`src/rtl/rxf_pkg.sv`:
```
package rxf_pkg;

    typedef enum logic [1:0] {
        ST_IDLE,
        ST_ADDR,
        ST_BODY,
        ST_VERDICT
    } rxf_state_e;

    localparam int HA_W       = 4;
    localparam int RC_RUNT    = 1;
    localparam int RC_BCAST   = 2;
    localparam int RC_MCAST   = 3;
    localparam int RC_PROMISC = 4;
    localparam int RC_MONITOR = 5;

    localparam logic [HA_W-1:0] HA_CTRL = 4'd7;

    localparam logic [31:0] CRC_POLY = 32'hEDB88320;

    // Fold one byte into a reflected CRC-32, least significant bit first.
    function automatic logic [31:0] crc_byte(input logic [31:0] c, input logic [7:0] d);
        logic [31:0] r;
        r = c ^ {24'd0, d};
        for (int b = 0; b < 8; b++) begin
            r = r[0] ? ((r >> 1) ^ CRC_POLY) : (r >> 1);
        end
        return r;
    endfunction

endpackage

```
`src/rtl/rxf_cfg_regs.sv`:
```
module rxf_cfg_regs
    import rxf_pkg::*;
#(
    parameter int ADDR_BYTES = 6,
    parameter int TBL_REGS   = 8
) (
    input  logic                         clk,
    input  logic                         rst_n,
    input  logic                         we,
    input  logic [HA_W-1:0]              addr,
    input  logic [7:0]                   wdata,
    output logic [ADDR_BYTES-1:0][7:0]   station,
    output logic [RC_MONITOR:RC_RUNT]    rcfg,
    output logic [TBL_REGS*8-1:0]        table_bits
);

    localparam int TBL_BASE = 8;

    always_ff @(posedge clk or negedge rst_n) begin
        if (!rst_n) begin
            station <= '0;
        end else if (we) begin
            for (int k = 0; k < ADDR_BYTES; k++) begin
                if (addr == HA_W'(k)) station[k] <= wdata;
            end
        end
    end

    always_ff @(posedge clk or negedge rst_n) begin
        if (!rst_n) begin
            rcfg <= '0;
        end else if (we && addr == HA_CTRL) begin
            rcfg <= wdata[RC_MONITOR:RC_RUNT];
        end
    end

    always_ff @(posedge clk or negedge rst_n) begin
        if (!rst_n) begin
            table_bits <= '0;
        end else if (we) begin
            for (int t = 0; t < TBL_REGS; t++) begin
                if (addr == HA_W'(TBL_BASE + t)) table_bits[8*t +: 8] <= wdata;
            end
        end
    end

endmodule

```
`src/rtl/rxf_crc_hash.sv`:
```
module rxf_crc_hash
    import rxf_pkg::*;
#(
    parameter int HASH_BITS = 6
) (
    input  logic                 clk,
    input  logic                 rst_n,
    input  logic                 seed,
    input  logic                 adv,
    input  logic [7:0]           din,
    output logic [HASH_BITS-1:0] idx
);

    logic [31:0] crc_q;

    always_ff @(posedge clk or negedge rst_n) begin
        if (!rst_n) begin
            crc_q <= '1;
        end else if (seed) begin
            crc_q <= crc_byte('1, din);
        end else if (adv) begin
            crc_q <= crc_byte(crc_q, din);
        end
    end

    // Index is the low CRC bits taken in reversed order.
    for (genvar k = 0; k < HASH_BITS; k++) begin : g_rev
        assign idx[HASH_BITS-1-k] = crc_q[k];
    end

endmodule

```
`src/rtl/rxf_decide.sv`:
```
module rxf_decide #(
    parameter int ADDR_BYTES = 6,
    parameter int MIN_LEN    = 60,
    parameter int CNT_W      = 6,
    parameter int HASH_BITS  = 6
) (
    input  logic                        in_verdict,
    input  logic [ADDR_BYTES-1:0][7:0]  dst,
    input  logic [ADDR_BYTES-1:0][7:0]  station,
    input  logic [(1<<HASH_BITS)-1:0]   table_bits,
    input  logic [HASH_BITS-1:0]        idx,
    input  logic [CNT_W-1:0]            cnt,
    input  logic                        en_runt,
    input  logic                        en_bcast,
    input  logic                        en_mcast,
    input  logic                        en_promisc,
    input  logic                        en_monitor,
    output logic                        accept,
    output logic                        mcast_hit,
    output logic                        runt
);

    logic complete, is_bcast, is_mcast, tbl_hit, addr_ok, len_ok, short_frame;

    always_comb begin
        complete    = cnt >= CNT_W'(ADDR_BYTES);
        short_frame = cnt <  CNT_W'(MIN_LEN);
        is_bcast    = &dst;
        is_mcast    = dst[0][0] && !is_bcast;
        tbl_hit     = table_bits[idx];
        if (is_bcast)      addr_ok = en_bcast;
        else if (is_mcast) addr_ok = en_mcast && tbl_hit;
        else               addr_ok = en_promisc || (dst == station);
        len_ok      = !short_frame || en_runt;

        accept    = in_verdict && complete && addr_ok && len_ok && !en_monitor;
        mcast_hit = in_verdict && complete && is_mcast && tbl_hit;
        runt      = in_verdict && short_frame;
    end

endmodule

```
`src/rtl/rx_addr_filter.sv`:
```
module rx_addr_filter
    import rxf_pkg::*;
#(
    parameter int MIN_LEN = 60,
    parameter int MISS_W  = 8
) (
    input  logic              clk,
    input  logic              rst_n,
    input  logic              host_we,
    input  logic [3:0]        host_addr,
    input  logic [7:0]        host_wdata,
    input  logic              rx_valid,
    input  logic              rx_sof,
    input  logic              rx_eof,
    input  logic [7:0]        rx_data,
    output logic              verdict_valid,
    output logic              accept,
    output logic              mcast_hit,
    output logic              runt,
    output logic [MISS_W-1:0] missed_count
);

    localparam int ADDR_BYTES = 6;
    localparam int HASH_BITS  = 6;
    localparam int TBL_REGS   = (1 << HASH_BITS) / 8;
    localparam int CNT_W      = $clog2(MIN_LEN + 1);

    rxf_state_e                 state_q, state_d;
    logic [CNT_W-1:0]           byte_cnt;
    logic [ADDR_BYTES-1:0][7:0] dst;
    logic [ADDR_BYTES-1:0][7:0] station;
    logic [RC_MONITOR:RC_RUNT]  rcfg;
    logic [TBL_REGS*8-1:0]      table_bits;
    logic [HASH_BITS-1:0]       hash_idx;
    logic                       first, take, in_verdict;

    assign first = rx_valid && rx_sof;
    assign take  = rx_valid && (rx_sof || state_q == ST_ADDR || state_q == ST_BODY);

    // State register
    always_ff @(posedge clk or negedge rst_n) begin
        if (!rst_n) state_q <= ST_IDLE;
        else        state_q <= state_d;
    end

    // Transitions
    always_comb begin
        state_d = state_q;
        if (first) begin
            state_d = rx_eof ? ST_VERDICT : ST_ADDR;
        end else begin
            unique case (state_q)
                ST_IDLE:    state_d = ST_IDLE;
                ST_ADDR: begin
                    if (rx_valid) begin
                        if (rx_eof)                                     state_d = ST_VERDICT;
                        else if (byte_cnt == CNT_W'(ADDR_BYTES - 1))    state_d = ST_BODY;
                    end
                end
                ST_BODY:    if (rx_valid && rx_eof) state_d = ST_VERDICT;
                ST_VERDICT: state_d = ST_IDLE;
                default:    state_d = ST_IDLE;
            endcase
        end
    end

    // Outputs
    always_comb begin
        in_verdict    = (state_q == ST_VERDICT);
        verdict_valid = in_verdict;
    end

    // Length counter, saturating at the minimum frame size
    always_ff @(posedge clk or negedge rst_n) begin
        if (!rst_n)                                          byte_cnt <= '0;
        else if (first)                                      byte_cnt <= CNT_W'(1);
        else if (take && byte_cnt != CNT_W'(MIN_LEN))        byte_cnt <= byte_cnt + 1'b1;
    end

    // Destination capture
    always_ff @(posedge clk or negedge rst_n) begin
        if (!rst_n) begin
            dst <= '0;
        end else if (first) begin
            dst[0] <= rx_data;
        end else if (take) begin
            for (int g = 1; g < ADDR_BYTES; g++) begin
                if (byte_cnt == CNT_W'(g)) dst[g] <= rx_data;
            end
        end
    end

    // Missed-frame counter for monitor mode
    always_ff @(posedge clk or negedge rst_n) begin
        if (!rst_n)                              missed_count <= '0;
        else if (in_verdict && rcfg[RC_MONITOR]) missed_count <= missed_count + 1'b1;
    end

    rxf_cfg_regs #(
        .ADDR_BYTES (ADDR_BYTES),
        .TBL_REGS   (TBL_REGS)
    ) u_regs (
        .clk        (clk),
        .rst_n      (rst_n),
        .we         (host_we),
        .addr       (host_addr),
        .wdata      (host_wdata),
        .station    (station),
        .rcfg       (rcfg),
        .table_bits (table_bits)
    );

    rxf_crc_hash #(
        .HASH_BITS (HASH_BITS)
    ) u_hash (
        .clk   (clk),
        .rst_n (rst_n),
        .seed  (first),
        .adv   (take && !rx_sof && byte_cnt < CNT_W'(ADDR_BYTES)),
        .din   (rx_data),
        .idx   (hash_idx)
    );

    rxf_decide #(
        .ADDR_BYTES (ADDR_BYTES),
        .MIN_LEN    (MIN_LEN),
        .CNT_W      (CNT_W),
        .HASH_BITS  (HASH_BITS)
    ) u_decide (
        .in_verdict (in_verdict),
        .dst        (dst),
        .station    (station),
        .table_bits (table_bits),
        .idx        (hash_idx),
        .cnt        (byte_cnt),
        .en_runt    (rcfg[RC_RUNT]),
        .en_bcast   (rcfg[RC_BCAST]),
        .en_mcast   (rcfg[RC_MCAST]),
        .en_promisc (rcfg[RC_PROMISC]),
        .en_monitor (rcfg[RC_MONITOR]),
        .accept     (accept),
        .mcast_hit  (mcast_hit),
        .runt       (runt)
    );

endmodule

```
`config.mk`:
```
export PLATFORM = sky130hd
export DESIGN_NAME = rx_addr_filter
export DESIGN_NICKNAME = d
export VERILOG_FILES = /design/src/rtl/rxf_pkg.sv /design/src/rtl/rxf_cfg_regs.sv /design/src/rtl/rxf_crc_hash.sv /design/src/rtl/rxf_decide.sv /design/src/rtl/rx_addr_filter.sv
export SDC_FILE = /design/constraint.sdc
export NUM_CORES = 1
export LEC_CHECK = 0
export ABC_AREA = 1
export BUFFER_PORTS_ARGS = -buffer_cell sky130_fd_sc_hd__buf_2
export CORE_MARGIN = 5
export CORE_UTILIZATION = 50
export CTS_CLUSTER_SIZE = 40
export DETAILED_ROUTE_END_ITERATION = 8
export PLACE_DENSITY = 0.69
export SETUP_SLACK_MARGIN = 0.2
export SYNTH_ARGS = -nofsm -noshare
export SYNTH_HDL_FRONTEND = slang
export SYNTH_SLANG_ARGS = --single-unit
export TNS_END_PERCENT = 1
```
`constraint.sdc`:
```
create_clock -name clk -period 3.7 [get_ports clk]
set_input_delay 0.37 -clock clk [delete_from_list [all_inputs] [get_ports clk]]
set_output_delay 0.37 -clock clk [all_outputs]
set_load 0.005 [all_outputs]
```
==> results.toml <==
[routing]
viasPerCell = 5.37
wl_per_cell_um = 17.0
drt-initial-drc-count = 890
ant_nets = 0
vias = 9042
finalWirelength_um = 28500
drc = 0
drt_pass1_iterations = 5

[sta]
fin_tns_setup_ns = 0
rsz0062_at_grt = "false"
final_hold_viol_count = 0
worstMarginPinSlew_ns = 0.906
slew_viol_final = 0
fin_crit_ns = 3.20
finalCritPeriodShare_pct = 86.5
slew_headroom_pct = 39.5
fmax_mhz = 313
setup_viol_count_final = 0
fin_skew_ns = 0.00768

[yosys]
synth_area_mm2 = 0.0112
yosysTopAreaCell = "dfrtp_1"
ys.flop_type = "dfrtp_1"
synth_edf_count = 0
synth.area.top_cells = "dfrtp_1 (40%), nand2_1 (14%), o21ai_0 (8.7%)"
yosysWarnings = 0
yosysSeqAreaShare_pct = 48.0
netlist.area_leader.share_pct = 40.5
ys_types = 45
synth.avg_cell_area_um2 = 8.15
ys_ff_latch = 213
syn_inst = 1373
synthesis.nets = 1407
synth-async-reset-ratio_pct = 100

[critical_path]
ff2ff_path_depth = 12
cp_data_required_time_ns = 3.33
cp_num_buf_inv = 2
worstReg2RegStart = "state_q[0]"
crit_chain = "clkinvlp_4, nand3_1, nand3_1, nand2_1, nand2_1, nand3_1, nand3_1, nand2_1, nor3b_1, buf_2"
critPathLaunch = "u_hash.crc_q[4]"
r2r_setup_slack_ns = 1.27
critPathCaptureType = "output pin"
cpLargestDelayFamily = "simple AND/OR/NAND/NOR gates"
critPathLaunchType = "flip-flop"
timing.critical_path.arrival_ns = 2.83
critPathSlowestCell = "dfstp_2"
critPathKind = "flip-flop to output pin"
r2r_end = "u_hash.crc_q[29]"
path_max_fanout = 18
critical_path.most_common_cell = "nand3_1"
cpPeakStageDelay_ns = 0.81

[grt]
grt_pass1_vias = 8804
grt_first_pass_wirelength_um = 47400
antenna_found_initial = 0
grt_usage_pct = 22.7
grt_start_max_net_pins = 105
grt-ovfl-total = 0

[floorplanning]
die_w_um = 160
ios = 38
fp.dieH_um = 160
dieArea_mm2 = 0.0255
core_area_mm2 = 0.0220
num_rows = 54
start_util_pct = 51.0

[placed_design]
dp_cells = 1638
dpl_cell_area_mm2 = 0.0115
dp_hpwl_um = 19000
place_congestion = 0.853
portBuffers = 37

[cells_and_area]
finalNetCount = 1419
instances_no_fill = 1683
n_fill_cell = 1995
syn_to_final_growth_pct = 11.0
final_util_pct = 56.6
antenna_cells = 0
final_area_mm2 = 0.0124
drive_gt1_share_pct = 10.8

[job]
maxCapViolCount = 0

[min_path]
min_path_type = "input pin to flip-flop"
hold_depth = 3
hold_end = "u_hash.crc_q[9]"
hold_path.startpoint = "rx_data[7]"

[clock_network]
cts_tree = "built"
post_cts_buffers = 0
clock-root-buffer = "clkbuf_16"
clockBufferDepth = 3
clkSlewWorstSetupHoldPaths_ns = 0.06
numClockSinks = 213
h-tree-depth = 1
numCtsBuffers = 24
clk_latency_ns = 0.53

[power]
power.density_mw_per_mm2 = 817
p_total_mw = 10.2
leakage_nw = 5.88
vdd_drop_max_v = 0.000399

[outcome]
status = "finished clean"
[synth_stat cells, types with 3 or more instances]
cell type	instances
nand2_1	425
o21ai_0	194
dfrtp_1	181
nand3_1	94
inv_1	76
nor2_1	70
xor2_1	64
xnor2_1	53
clkbuf_1	37
dfstp_2	32
a21oi_1	27
nand4_1	14
buf_2	13
nor3_1	10
ha_1	8
nand2_2	8
inv_2	7
a31oi_1	5
buf_4	5
clkinv_1	5
o211ai_1	5
or2_2	5
xnor2_4	4
o21ai_1	3
xnor2_2	3
[worst reg2reg max path: stages, from the launching register on]
cell	delay [ns]
dfrtp_1	0.39
inv_1	0.09
ha_1	0.21
o21ai_0	0.17
nor2_1	0.12
buf_4	0.18
nand2_1	0.16
nand2_1	0.13
buf_4	0.38
o21ai_0	0.23
nand2_1	0.11
o21ai_0	0.08
o22ai_1	0.12
[report_power, final]
group / total [mW] / leakage (nW) / internal (mW) / switching, mW
clock network: 2.63 / 0.432 / 1.63 / 1.00
logic: 3.79 / 2.79 / 1.51 / 2.28
registers: 3.73 / 2.65 / 3.13 / 0.599
total: 10.2 / 5.88 / 6.27 / 3.89
[routing by layer]
| metal | up-vias | part of all wire (%) | global-route usage, % |
|---|---|---|---|
| li1 | 4469 | - | - |
| met1 | 4336 | 48 | 33.6 |
| met2 | 195 | 46 | 35.8 |
| met3 | 42 | 4.5 | 2.89 |
| met4 | 0 | 2.0 | 5.17 |
| met5 | - | 0 | 0 |
[layout by cell type (no fill, tap or decap), types with 7 or more instances in the layout]
cell type / netlist / routed
a21oi_1: 27 / 27
buf_2: 13 / 36
clkbuf_16: 0 / 24
dfrtp_1: 181 / 181
dfstp_2: 32 / 32
ha_1: 8 / 8
inv_1: 76 / 76
inv_2: 7 / 7
nand2_1: 425 / 425
nand2_2: 8 / 8
nand3_1: 94 / 94
nand4_1: 14 / 14
nor2_1: 70 / 70
nor3_1: 10 / 10
o21ai_0: 194 / 194
xnor2_1: 53 / 53
xor2_1: 64 / 64
[flip-flops by register name (all words and copies together), names as in the netlist]
name / cells
u_regs.table_bits: 64
dst: 48
u_regs.station: 48
u_hash.crc_q: 32
missed_count: 8
byte_cnt: 6
u_regs.rcfg: 5
state_q: 2
[through the flow]
stage                     hold slack, ns  worst slack [ns]
after floorplan                   0.0744              1.68
after global placement             0.455              1.03
after CTS                          0.143             0.366
final                              0.159             0.501
after detailed placement           0.461             0.928
after global routing               0.157             0.214
[repair_timing]
action / 4_1_cts / 5_1_grt
resized for setup: 0 / 1
hold buffers: 1 / 0
setup endpoints to repair: 0 / 2
endpoints found under the hold margin: 37 / 0
[cell type report]
cell class              count  area, µm²  share of cell area, %
multi-input cells        1014       5230                   42.0
clock inverters            15        228                   1.83
well taps                 280        350                   2.82
flip-flops and latches    213       5370                   43.2
clock buffers              29        659                   5.31
repair buffers             44        262                   2.10
inverters                  88        334                   2.69
[how the worst max path moves through the flow]
stage | endpoint | slack, ns | depth (start not counted)
6_report | mcast_hit | 0.50 | 10
4_1_cts | mcast_hit | 0.37 | 10
3_3_place_gp | mcast_hit | 1.03 | 10
3_5_place_dp | mcast_hit | 0.93 | 10
2_1_floorplan | mcast_hit | 1.68 | 11
5_1_grt | mcast_hit | 0.21 | 10
[cell families (layout without fill, tap and decap cells)]
logic type	after synthesis	after routing	synth area share (%)
xor+xnor	126	126	11.0
fa+ha+maj	8	8	0.894
compound gates	247	247	11.6
simple gates	633	633	23.3
flops	213	213	48.0
buf+inv	146	176	5.34
Power figures use the tool's default switching activity.
